==> src/rtl/vt_pkg.sv <==
package vt_pkg;

    localparam int CTRL_EN_BIT    = 26;
    localparam int CTRL_PRIO_LSB  = 20;
    localparam int CTRL_TRAP_LSB  = 12;
    localparam int CTRL_MODE_BIT  = 0;
    localparam int PRIO_W         = 4;
    localparam int TRAP_W         = 8;

    localparam int OFS_CTRL       = 'h0;
    localparam int OFS_RELOAD     = 'h4;
    localparam int OFS_TIME       = 'h8;

    localparam int MAP_LEGACY     = 0;
    localparam int MAP_CURRENT    = 1;

    typedef enum logic [0:0] {
        ST_IDLE = 1'b0,
        ST_RUN  = 1'b1
    } vt_state_e;

    typedef struct packed {
        logic                en;
        logic [PRIO_W-1:0]   prio;
        logic [TRAP_W-1:0]   trap;
        logic                periodic;
    } vt_ctrl_s;

endpackage

==> src/rtl/vt_timebase.sv <==
module vt_timebase #(
    parameter int TIME_W = 32
) (
    input  logic              clk,
    input  logic              rst_n,
    input  logic              tick_en,
    output logic [TIME_W-1:0] time_val
);

    always_ff @(posedge clk or negedge rst_n) begin
        if (!rst_n) begin
            time_val <= '0;
        end else if (tick_en) begin
            time_val <= time_val + TIME_W'(1);
        end
    end

    assert_time_step_R3: assert property (@(posedge clk) disable iff (!rst_n)
        tick_en |=> time_val == $past(time_val) + TIME_W'(1));

    assert_time_hold_R13: assert property (@(posedge clk) disable iff (!rst_n)
        !tick_en |=> $stable(time_val));

endmodule

==> src/rtl/vt_regs.sv <==
module vt_regs
    import vt_pkg::*;
#(
    parameter int DATA_W = 32,
    parameter int ADDR_W = 4
) (
    input  logic              clk,
    input  logic              rst_n,
    input  logic              bus_sel,
    input  logic              bus_wr,
    input  logic [ADDR_W-1:0] bus_addr,
    input  logic [DATA_W-1:0] bus_wdata,
    input  logic [DATA_W-1:0] time_val,
    output vt_ctrl_s          ctrl,
    output logic [DATA_W-1:0] reload_val,
    output logic              load_stb,
    output logic [DATA_W-1:0] bus_rdata
);

    localparam logic [ADDR_W-1:0] A_CTRL   = ADDR_W'(OFS_CTRL);
    localparam logic [ADDR_W-1:0] A_RELOAD = ADDR_W'(OFS_RELOAD);
    localparam logic [ADDR_W-1:0] A_TIME   = ADDR_W'(OFS_TIME);
    localparam logic [DATA_W-1:0] CTRL_MASK =
          (DATA_W'(1) << CTRL_EN_BIT)
        | (DATA_W'((1 << PRIO_W) - 1) << CTRL_PRIO_LSB)
        | (DATA_W'((1 << TRAP_W) - 1) << CTRL_TRAP_LSB)
        | (DATA_W'(1) << CTRL_MODE_BIT);

    logic              wr_access;
    logic              rd_access;
    logic              ctrl_wr;
    logic [DATA_W-1:0] ctrl_word;

    assign wr_access = bus_sel &&  bus_wr;
    assign rd_access = bus_sel && !bus_wr;
    assign ctrl_wr   = wr_access && (bus_addr == A_CTRL);
    assign load_stb  = wr_access && (bus_addr == A_RELOAD);

    always_ff @(posedge clk or negedge rst_n) begin
        if (!rst_n) begin
            ctrl <= '0;
        end else if (ctrl_wr) begin
            ctrl.en       <= bus_wdata[CTRL_EN_BIT];
            ctrl.prio     <= bus_wdata[CTRL_PRIO_LSB +: PRIO_W];
            ctrl.trap     <= bus_wdata[CTRL_TRAP_LSB +: TRAP_W];
            ctrl.periodic <= bus_wdata[CTRL_MODE_BIT];
        end
    end

    always_ff @(posedge clk or negedge rst_n) begin
        if (!rst_n) begin
            reload_val <= '0;
        end else if (load_stb) begin
            reload_val <= bus_wdata;
        end
    end

    always_comb begin
        ctrl_word = '0;
        ctrl_word[CTRL_EN_BIT]                   = ctrl.en;
        ctrl_word[CTRL_PRIO_LSB +: PRIO_W]       = ctrl.prio;
        ctrl_word[CTRL_TRAP_LSB +: TRAP_W]       = ctrl.trap;
        ctrl_word[CTRL_MODE_BIT]                 = ctrl.periodic;
    end

    always_comb begin
        bus_rdata = '0;
        if (rd_access) begin
            unique case (bus_addr)
                A_CTRL:   bus_rdata = ctrl_word;
                A_RELOAD: bus_rdata = reload_val;
                A_TIME:   bus_rdata = time_val;
                default:  bus_rdata = '0;
            endcase
        end
    end

    assert_ctrl_spare_zero_R1: assert property (@(posedge clk) disable iff (!rst_n)
        (rd_access && bus_addr == A_CTRL) |-> ((bus_rdata & ~CTRL_MASK) == '0));

    assert_idle_bus_zero_R2: assert property (@(posedge clk) disable iff (!rst_n)
        !rd_access |-> bus_rdata == '0);

    assert_time_readonly_R3: assert property (@(posedge clk) disable iff (!rst_n)
        (wr_access && bus_addr == A_TIME) |=> $stable(ctrl) && $stable(reload_val));

endmodule

==> src/rtl/vt_countdown.sv <==
module vt_countdown
    import vt_pkg::*;
#(
    parameter int CNT_W = 32
) (
    input  logic             clk,
    input  logic             rst_n,
    input  logic             tick_en,
    input  logic             ctrl_en,
    input  logic             periodic,
    input  logic             load_stb,
    input  logic [CNT_W-1:0] load_val,
    input  logic [CNT_W-1:0] reload_val,
    output logic             fire
);

    localparam logic [CNT_W-1:0] LAST = CNT_W'(1);

    vt_state_e        st_q, st_nx;
    logic [CNT_W-1:0] cnt_q, cnt_nx;
    logic             fire_nx;

    // next-state and count decisions
    always_comb begin
        st_nx   = st_q;
        cnt_nx  = cnt_q;
        fire_nx = 1'b0;
        unique case (st_q)
            ST_IDLE: begin
                if (load_stb && ctrl_en && load_val != '0) begin   // ARM
                    st_nx  = ST_RUN;
                    cnt_nx = load_val;
                end
            end
            ST_RUN: begin
                if (!ctrl_en) begin                                 // HALT
                    st_nx = ST_IDLE;
                end else if (load_stb) begin
                    if (load_val == '0) begin                       // DISARM
                        st_nx = ST_IDLE;
                    end else begin                                  // RESTART
                        cnt_nx = load_val;
                    end
                end else if (tick_en) begin
                    if (cnt_q == LAST) begin
                        fire_nx = 1'b1;
                        if (periodic) begin                         // RELOAD
                            cnt_nx = reload_val;
                        end else begin                              // EXPIRE
                            st_nx = ST_IDLE;
                        end
                    end else begin                                  // TICK
                        cnt_nx = cnt_q - LAST;
                    end
                end
            end
            default: st_nx = ST_IDLE;
        endcase
    end

    // state register
    always_ff @(posedge clk or negedge rst_n) begin
        if (!rst_n) begin
            st_q  <= ST_IDLE;
            cnt_q <= '0;
        end else begin
            st_q  <= st_nx;
            cnt_q <= cnt_nx;
        end
    end

    // output register
    always_ff @(posedge clk or negedge rst_n) begin
        if (!rst_n) begin
            fire <= 1'b0;
        end else begin
            fire <= fire_nx;
        end
    end

    assert_fire_from_run_R4: assert property (@(posedge clk) disable iff (!rst_n)
        fire |-> $past(st_q == ST_RUN));

    assert_oneshot_stops_R6: assert property (@(posedge clk) disable iff (!rst_n)
        (st_q == ST_RUN && ctrl_en && !load_stb && tick_en && cnt_q == LAST && !periodic)
        |=> (st_q == ST_IDLE && fire));

    assert_zero_reload_idle_R7: assert property (@(posedge clk) disable iff (!rst_n)
        (load_stb && load_val == '0) |=> (st_q == ST_IDLE && !fire));

    assert_halt_when_off_R8: assert property (@(posedge clk) disable iff (!rst_n)
        !ctrl_en |=> st_q == ST_IDLE);

    assert_frozen_no_tick_R13: assert property (@(posedge clk) disable iff (!rst_n)
        (st_q == ST_RUN && ctrl_en && !load_stb && !tick_en) |=> ($stable(cnt_q) && !fire));

endmodule

==> src/rtl/vt_vector_map.sv <==
module vt_vector_map
    import vt_pkg::*;
#(
    parameter int MAP_MODE = MAP_CURRENT
) (
    input  logic [TRAP_W-1:0] trap,
    input  logic [PRIO_W-1:0] prio,
    output logic [TRAP_W-1:0] vector,
    output logic [PRIO_W-1:0] prio_out
);

    assign prio_out = prio;

    generate
        if (MAP_MODE == MAP_LEGACY) begin : g_legacy
            assign vector = trap;
        end else begin : g_current
            logic [TRAP_W-3:0] low_bits;
            logic [1:0]        unused_trap_hi;
            assign unused_trap_hi = trap[TRAP_W-1 -: 2];
            assign low_bits = trap[TRAP_W-3:0] | {prio, 2'b00};
            assign vector   = {2'b01, low_bits};
        end
    endgenerate

endmodule

==> src/rtl/vecirq_timer.sv <==
module vecirq_timer
    import vt_pkg::*;
#(
    parameter int DATA_W   = 32,
    parameter int ADDR_W   = 4,
    parameter int MAP_MODE = MAP_CURRENT
) (
    input  logic              clk,
    input  logic              rst_n,
    input  logic              tick_en,
    input  logic              bus_sel,
    input  logic              bus_wr,
    input  logic [ADDR_W-1:0] bus_addr,
    input  logic [DATA_W-1:0] bus_wdata,
    output logic [DATA_W-1:0] bus_rdata,
    output logic              irq_req,
    output logic [7:0]        irq_vector,
    output logic [3:0]        irq_prio
);

    vt_ctrl_s          ctrl;
    logic [DATA_W-1:0] reload_val;
    logic [DATA_W-1:0] time_val;
    logic              load_stb;
    logic              fire;
    logic [TRAP_W-1:0] map_vec;
    logic [PRIO_W-1:0] map_prio;

    vt_timebase #(.TIME_W(DATA_W)) u_time (
        .clk      (clk),
        .rst_n    (rst_n),
        .tick_en  (tick_en),
        .time_val (time_val)
    );

    vt_regs #(.DATA_W(DATA_W), .ADDR_W(ADDR_W)) u_regs (
        .clk        (clk),
        .rst_n      (rst_n),
        .bus_sel    (bus_sel),
        .bus_wr     (bus_wr),
        .bus_addr   (bus_addr),
        .bus_wdata  (bus_wdata),
        .time_val   (time_val),
        .ctrl       (ctrl),
        .reload_val (reload_val),
        .load_stb   (load_stb),
        .bus_rdata  (bus_rdata)
    );

    vt_countdown #(.CNT_W(DATA_W)) u_cd (
        .clk        (clk),
        .rst_n      (rst_n),
        .tick_en    (tick_en),
        .ctrl_en    (ctrl.en),
        .periodic   (ctrl.periodic),
        .load_stb   (load_stb),
        .load_val   (bus_wdata),
        .reload_val (reload_val),
        .fire       (fire)
    );

    vt_vector_map #(.MAP_MODE(MAP_MODE)) u_map (
        .trap     (ctrl.trap),
        .prio     (ctrl.prio),
        .vector   (map_vec),
        .prio_out (map_prio)
    );

    // a pulse already in flight is dropped once enable reads clear
    assign irq_req    = fire && ctrl.en;
    assign irq_vector = irq_req ? map_vec  : '0;
    assign irq_prio   = irq_req ? map_prio : '0;

    assert_irq_needs_enable_R8: assert property (@(posedge clk) disable iff (!rst_n)
        irq_req |-> ctrl.en);

    assert_quiet_outputs_R11: assert property (@(posedge clk) disable iff (!rst_n)
        !irq_req |-> (irq_vector == '0 && irq_prio == '0));

    assert_vector_window_R10: assert property (@(posedge clk) disable iff (!rst_n)
        (irq_req && MAP_MODE == MAP_CURRENT) |-> irq_vector[7:6] == 2'b01);

    assert_single_pulse_R4: assert property (@(posedge clk) disable iff (!rst_n)
        (irq_req && !(ctrl.periodic && reload_val == DATA_W'(1))) |=> !irq_req);

endmodule

==> config.mk <==
export PLATFORM = sky130hd
export DESIGN_NAME = vecirq_timer
export DESIGN_NICKNAME = d
export VERILOG_FILES = /design/src/rtl/vt_pkg.sv /design/src/rtl/vt_timebase.sv /design/src/rtl/vt_regs.sv /design/src/rtl/vt_countdown.sv /design/src/rtl/vt_vector_map.sv /design/src/rtl/vecirq_timer.sv
export SDC_FILE = /design/constraint.sdc
export NUM_CORES = 1
export LEC_CHECK = 0
export CAP_MARGIN = 0
export CORE_MARGIN = 3
export CORE_UTILIZATION = 31
export CTS_CLUSTER_SIZE = 10
export DETAILED_ROUTE_END_ITERATION = 6
export DONT_BUFFER_PORTS = 1
export GPL_ROUTABILITY_DRIVEN = 0
export PLACE_DENSITY_LB_ADDON = 0.15
export SETUP_SLACK_MARGIN = 0.3
export SYNTH_ARGS = -nofsm -noshare
export SYNTH_HDL_FRONTEND = slang
export SYNTH_SLANG_ARGS = --single-unit
==> constraint.sdc <==
create_clock -name clk -period 2.6 [get_ports clk]
set_input_delay 0.52 -clock clk [delete_from_list [all_inputs] [get_ports clk]]
set_output_delay 0.52 -clock clk [all_outputs]
set_load 0.05 [all_outputs]
==> summary.md, run 1 <==
| Metric | Value |
|---|---|
| Outcome | `complete, but fails checks` |
| Failing checks | `negative hold slack` |
| Antenna-violating nets left | `0` |
| Layout cells sized above 1 | `0.311` |
| Syn Std Cell Area | `~6500 um^2` |
| Post-synth EDFFs | `0` |
| Area Growth Syn to Fin | `23.9%` |
| CTS clk-pin slew, worst paths | `approximately 0.090 ns` |
| Vias in the first global route | `~5,600` |
| Reg area | `2810 um^2` |
| First-pass GRT wire length | `33.1 mm` |
| CTS tree | `yes` |
| WP data arrival | `approximately 2.6 ns` |
| Setup TNS | `0 ns` |
| Top cells by area, synth | `dfrtp_1 (43%), mux2_2 (8.2%), xnor2_1 (3.9%)` |
| Minimum clock period after layout | `between 2 and 2.5 ns` |
| DRC viols | `0` |
| Maxcap violations | `0` |
| Detailed-route wire length per cell | `21.7 um` |
| Yosys top cell area share | `0.433` |
| Number of distinct library cells after synthesis | `64` |
| Final Util | `0.394` |
| Post-Syn Instances | `around 660` |
| Min setup slack post-route | `approximately 0.31 ns` |
| Kind of critical path | `flop to flop` |
| Hold crit path type | `input pin to async pin` |
| Post-synth top flop | `dfrtp_1` |
| Clk_lat worst skew | `roughly 0.36 ns` |
| Worst Path Max Fanout | `5` |
| Count leader, synth | `dfrtp_1` |
| Most frequent cells after synthesis | `dfrtp_1 (112), nor2_1 (66), nand2_1 (63)` |
| Fin cells | `slightly below 1,000` |
| Reg2reg start | `u_cd.cnt_q[7]` |
| Num CTS Buffers | `9` |
| Synthesis Warnings | `0` |
| # H-tree levels | `3` |
| Reg2Reg Depth | `6` |
| WHS | `-0.152 ns` |
| Measured slew at the worst slew-check pin | `~0.58 ns` |
| Slew Viols, Final | `0` |
| Via count | `between 5,000 and 6,000` |
| Sw frac | `0.335` |
| Total GRT Usage | `0.188` |
| Pwr per Cell Area | `586 nW/um^2` |
| Hpwl dp | `~15 mm` |
| Sequential share of power | `0.508` |
| Syn Nets | `a little over 700` |
| Internal | `roughly 3.1 mW` |
| Core Area | `20,400 um^2` |
| Die ar. | `about 23,000 um^2` |
| Crit path capture | `u_cd.cnt_q[29]` |
| Critical path required time | `approximately 2.9 ns` |
| Worst IR Drop VDD | `about 290 uV` |
| Largest net degree at the start of global routing | `between 100 and 150` |
| Crit path from | `u_cd.cnt_q[7]` |
| GRT overflow | `0` |
| # IOs | `86` |
| Clk sink count | `between 100 and 150` |
| Initial antenna violation count | `0` |
| Cell taking the most area after synthesis | `dfrtp_1` |
| Die X | `between 150 and 200 um` |
| Switching power | `1.57 mW` |
| Final #Nets | `750` |
| Clk_skew | `0.0141 ns` |
| CP startpoint kind | `flop` |
| P_leak | `approximately 3.2 nW` |
| # diodes | `0` |
| Unrepaired setup endpoints after global routing | `yes` |
| Place WS | `about 0.16 ns` |
| Asr flop ratio synth | `1.00` |
| Die Ht | `approximately 150 um` |
| Clock share of power | `0.286` |
| Crit path capture type | `flop` |
| Root Buffer | `clkbuf_16` |
| Via-per-instance ratio | `around 5.8` |
| Reg-to-reg endpoint | `u_cd.cnt_q[29]` |
| Initial Util | `0.318` |
| Max_slew headroom | `0.614` |
| Mean post-synth cell area | `9.75 um^2` |
| FP Rows | `52` |
| Final setup violation count | `0` |
| DRT iter0 DRCs | `approximately 520` |
| Port bufs | `0` |
| Worst reg2reg setup slack | `0.31 ns` |
| Final number of hold-violating endpoints | `around 110` |
| Fillers | `about 2,000` |
| FF+latch count, synth | `approximately 110` |
| Seq/Total Area, Yosys | `0.433` |
| DRT Pass-1 Iters | `7` |
| Total Wirelength | `21.2 mm` |
| Fmax | `436 MHz` |
| Max Root-Sink Buffers | `2` |
| Final worst path period share | `0.881` |
| # placed instances | `between 900 and 1,000` |
| Multi-input logic area | `between 3000 and 4000 um^2` |
| Logic pwr share | `0.206` |
## registers in the layout (all words and copies together), names as in the netlist
name	count
u_cd.cnt_q	32
u_regs.ctrl	14
u_regs.reload_val	32
u_cd.st_q	1
u_cd.fire	1
u_time.time_val	32
## cell type report
class	instances	area share
well taps	270	0.0421
clock buffers	9	0.0281
flip-flops and latches	112	0.350
inverters	6	0.00281
repair buffers	77	0.111
multi-input cells	500	0.460
clock inverters	6	0.00561
## cells by family (layout without fill, tap and decap cells)
kind of cell	after synthesis	in the layout	synth area share
mux	50	50	0.0887
buf+inv	52	98	0.0394
xor+xnor	42	42	0.0568
simple gates	266	266	0.218
other cells	1	1	0.000579
fa+ha+maj	3	3	0.00580
flops	112	112	0.433
compound gates	138	138	0.157
## what timing repair did
item | CTS | global route
gates resized for setup | 9 | 29
pin swaps | 1 | 6
setup endpoints to repair | 21 | 33
endpoints found under the hold margin | 112 | 112
setup buffers | 1 | 11
cloned | 0 | 0
## critical path: stages (launching register included)
cell and delay (ns):
dfrtp_2 0.44, or4_4 0.63, nor3_4 0.33, nand3_2 0.12
or4_1 0.41, a21oi_1 0.15, a22o_1 0.14
## power groups by stage
stage	Combinational [mW]	Sequential, mW	Clock [mW]
floorplan	0.708	2.23	0
global placement	0.812	2.40	0
detailed placement	0.818	2.41	0
CTS	0.837	2.38	1.38
global route	1.05	2.42	1.45
finish	0.970	2.38	1.34
## per-layer routing
layer  global-route usage  vias to the layer above  routed length [um]
li1                     -                     2582                   -
met1                0.258                     2838                9470
met2                0.301                      188               10100
met3               0.0304                       39                1110
met4               0.0691                        0                 530
met5                    0                        -                   0
## layout by cell type, fill, tap and decap left out, types with 10 or more instances in the layout
cell,netlist,routed
nor3_1,13,10
a21oi_1,16,16
nor2_2,1,22
mux2_2,47,47
nand2_1,63,61
o211ai_1,13,13
xor2_1,13,13
buf_12,0,24
nor4_1,21,16
a222oi_1,14,14
a22oi_1,20,20
a31oi_1,22,21
nor2_1,66,35
dfrtp_1,112,107
and3_1,15,15
buf_4,3,50
nand4_1,11,11
nor2_4,0,10
xnor2_1,29,29
nand3_1,36,35
## metrics by stage
step,instance area (um^2),power [mW]
after floorplan,6610,2.94
after global placement,7500,3.21
after detailed placement,7500,3.22
after CTS,7810,4.59
after global routing,8020,4.92
final,8020,4.70
## worst min-delay path by stage
| stage | start | endpoint | slack, ns | depth (start not counted) |
|---|---|---|---|---|
| after floorplan | rst_n | u_cd.cnt_q[0] | 0.22 | 0 |
| after global placement | rst_n | u_cd.cnt_q[5] | 0.23 | 0 |
| after detailed placement | rst_n | u_cd.cnt_q[3] | 0.23 | 0 |
| after CTS | rst_n | u_cd.cnt_q[5] | -0.16 | 0 |
| after global routing | rst_n | u_cd.cnt_q[1] | -0.16 | 0 |
| final | rst_n | u_cd.cnt_q[4] | -0.15 | 0 |
(Power assumes the default switching activity.)
==> run 2, diff against run 1 <==
--- a/config.mk
+++ b/config.mk
@@ -8,6 +8,7 @@
 export CAP_MARGIN = 0
 export CORE_MARGIN = 3
 export CORE_UTILIZATION = 31
+export CTS_BUF_LIST = sky130_fd_sc_hd__clkbuf_8
 export CTS_CLUSTER_SIZE = 10
 export DETAILED_ROUTE_END_ITERATION = 6
 export DONT_BUFFER_PORTS = 1
==> summary.md, run 2 (synthesis results as in run 1) <==
| Metric | Value |
|---|---|
| # H-tree levels | `3` |
| Antenna-violating nets left | `0` |
| Initial Util | `0.318` |
| Final number of hold-violating endpoints | `roughly 110` |
| Die ar. | `22,700 um^2` |
| Setup TNS | `0 ns` |
| WHS | `-0.202 ns` |
| Clk sink count | `~110` |
| Total Wirelength | `around 21 mm` |
| Reg2Reg Depth | `6` |
| Critical path required time | `2.95 ns` |
| Slew Viols, Final | `0` |
| Worst Path Max Fanout | `5` |
| Maxcap violations | `0` |
| Area Growth Syn to Fin | `22.4%` |
| Initial antenna violation count | `0` |
| Clk_lat worst skew | `around 0.4 ns` |
| WP data arrival | `2.64 ns` |
| CP startpoint kind | `flop` |
| Unrepaired setup endpoints after global routing | `yes` |
| # IOs | `86` |
| Pwr per Cell Area | `approximately 550 nW/um^2` |
| DRT Pass-1 Iters | `7` |
| Vias in the first global route | `between 5,000 and 6,000` |
| Failing checks | `negative hold slack` |
| Final #Nets | `748` |
| Reg area | `around 2800 um^2` |
| Outcome | `complete, but fails checks` |
| Fmax | `roughly 440 MHz` |
| Max Root-Sink Buffers | `2` |
| Most frequent cells in the layout | `dfrtp_1 (107), nand2_1 (61), mux2_2 (47), buf_4 (46)` |
| Die X | `about 150 um` |
| CTS clk-pin slew, worst paths | `between 0.1 and 0.15 ns` |
| GRT overflow | `0` |
| Num CTS Buffers | `9` |
| Core Area | `between 20,000 and 25,000 um^2` |
| Max_slew headroom | `0.615` |
| DRC viols | `0` |
| Hold crit path type | `input pin to async pin` |
| Largest regs | `u_cd.cnt_q (32), u_regs.reload_val (32), u_time.time_val (32)` |
| Largest net degree at the start of global routing | `around 110` |
| Layout cells sized above 1 | `0.311` |
| Multi-input logic area | `3710 um^2` |
| Final worst path period share | `0.881` |
| Worst IR Drop VDD | `278 uV` |
| Hpwl dp | `around 15 mm` |
| Final setup violation count | `0` |
| Die Ht | `~150 um` |
| Measured slew at the worst slew-check pin | `slightly below 0.6 ns` |
| Detailed-route wire length per cell | `about 22 um` |
| First-pass GRT wire length | `~33 mm` |
| CTS tree | `yes` |
| Port bufs | `0` |
| Crit path capture type | `flop` |
| Minimum clock period after layout | `between 2 and 2.5 ns` |
| DRT iter0 DRCs | `600` |
| Clk_skew | `~0.022 ns` |
| # diodes | `0` |
| Fillers | `around 2,000` |
| P_leak | `approximately 3.1 nW` |
| Total GRT Usage | `0.188` |
| Most common cell after layout, fill and taps aside | `dfrtp_1` |
| Root Buffer | `clkbuf_8` |
| Via-per-instance ratio | `about 5.7` |
| Kind of critical path | `flop to flop` |
| Via count | `5,600` |
| FP Rows | `52` |
==> run 2: area by class of cell <==
class | instances | share of cell area
multi-input combinational | 500 | 0.468
inverter | 6 | 0.00284
clock buffer | 9 | 0.0156
clock inverter | 6 | 0.00568
tap | 270 | 0.0426
sequential | 112 | 0.354
timing repair buffer | 75 | 0.111
==> run 2: per-stage QoR <==
stage	area, um^2	cells	worst slack, ns	total power [mW]	utilization
5_1_grt	7920	978	0.198	4.58	0.389
4_1_cts	7720	969	0.292	4.25	0.379
2_1_floorplan	6610	664	0.267	2.94	-
3_5_place_dp	7500	953	0.159	3.22	0.368
6_report	7920	978	0.308	4.35	0.389
3_3_place_gp	7500	953	0.217	3.21	0.368
==> run 2: worst paths after layout <==
| kind | slack, ns | from | endpoint |
|---|---|---|---|
| min reg2reg | 0.48 | u_time.time_val[31] | u_time.time_val[31] |
| max | 0.31 | u_cd.cnt_q[4] | u_cd.cnt_q[29] |
| max in group asynchronous | 2.58 | rst_n | u_time.time_val[17] |
| max reg2reg | 0.31 | u_cd.cnt_q[4] | u_cd.cnt_q[29] |
| min | -0.20 | rst_n | u_cd.cnt_q[5] |
| min in group clk | 0.21 | tick_en | u_time.time_val[0] |
==> run 2: timing repair <==
item	4_1_cts	5_1_grt
setup endpoints to repair	24	35
buffers inserted	1	8
hold endpoints to repair	112	112
gates resized for setup	10	30
pin swaps	1	8
gates cloned	0	1
==> run 2: per-layer routing <==
layer	vias to the layer above	global-route usage	wire [um]
met3	51	0.0325	1140
li1	2575	-	-
met5	-	0	0
met4	0	0.0801	714
met1	2810	0.256	9360
met2	164	0.295	10100
==> run 2: where the power goes <==
| group | switching, mW | internal [mW] | leakage (nW) |
|---|---|---|---|
| Clock | 0.656 | 0.350 | 0.0781 |
| Sequential | 0.386 | 2.00 | 1.47 |
| Combinational | 0.499 | 0.464 | 1.61 |
==> run 2: critical path, stage by stage (launching register included) <==
cell and delay, ns:
dfrtp_2 0.46, or4_4 0.63, nor3_4 0.33, nand3_2 0.12, or4_1 0.41, a21oi_1 0.14, a22o_1 0.14
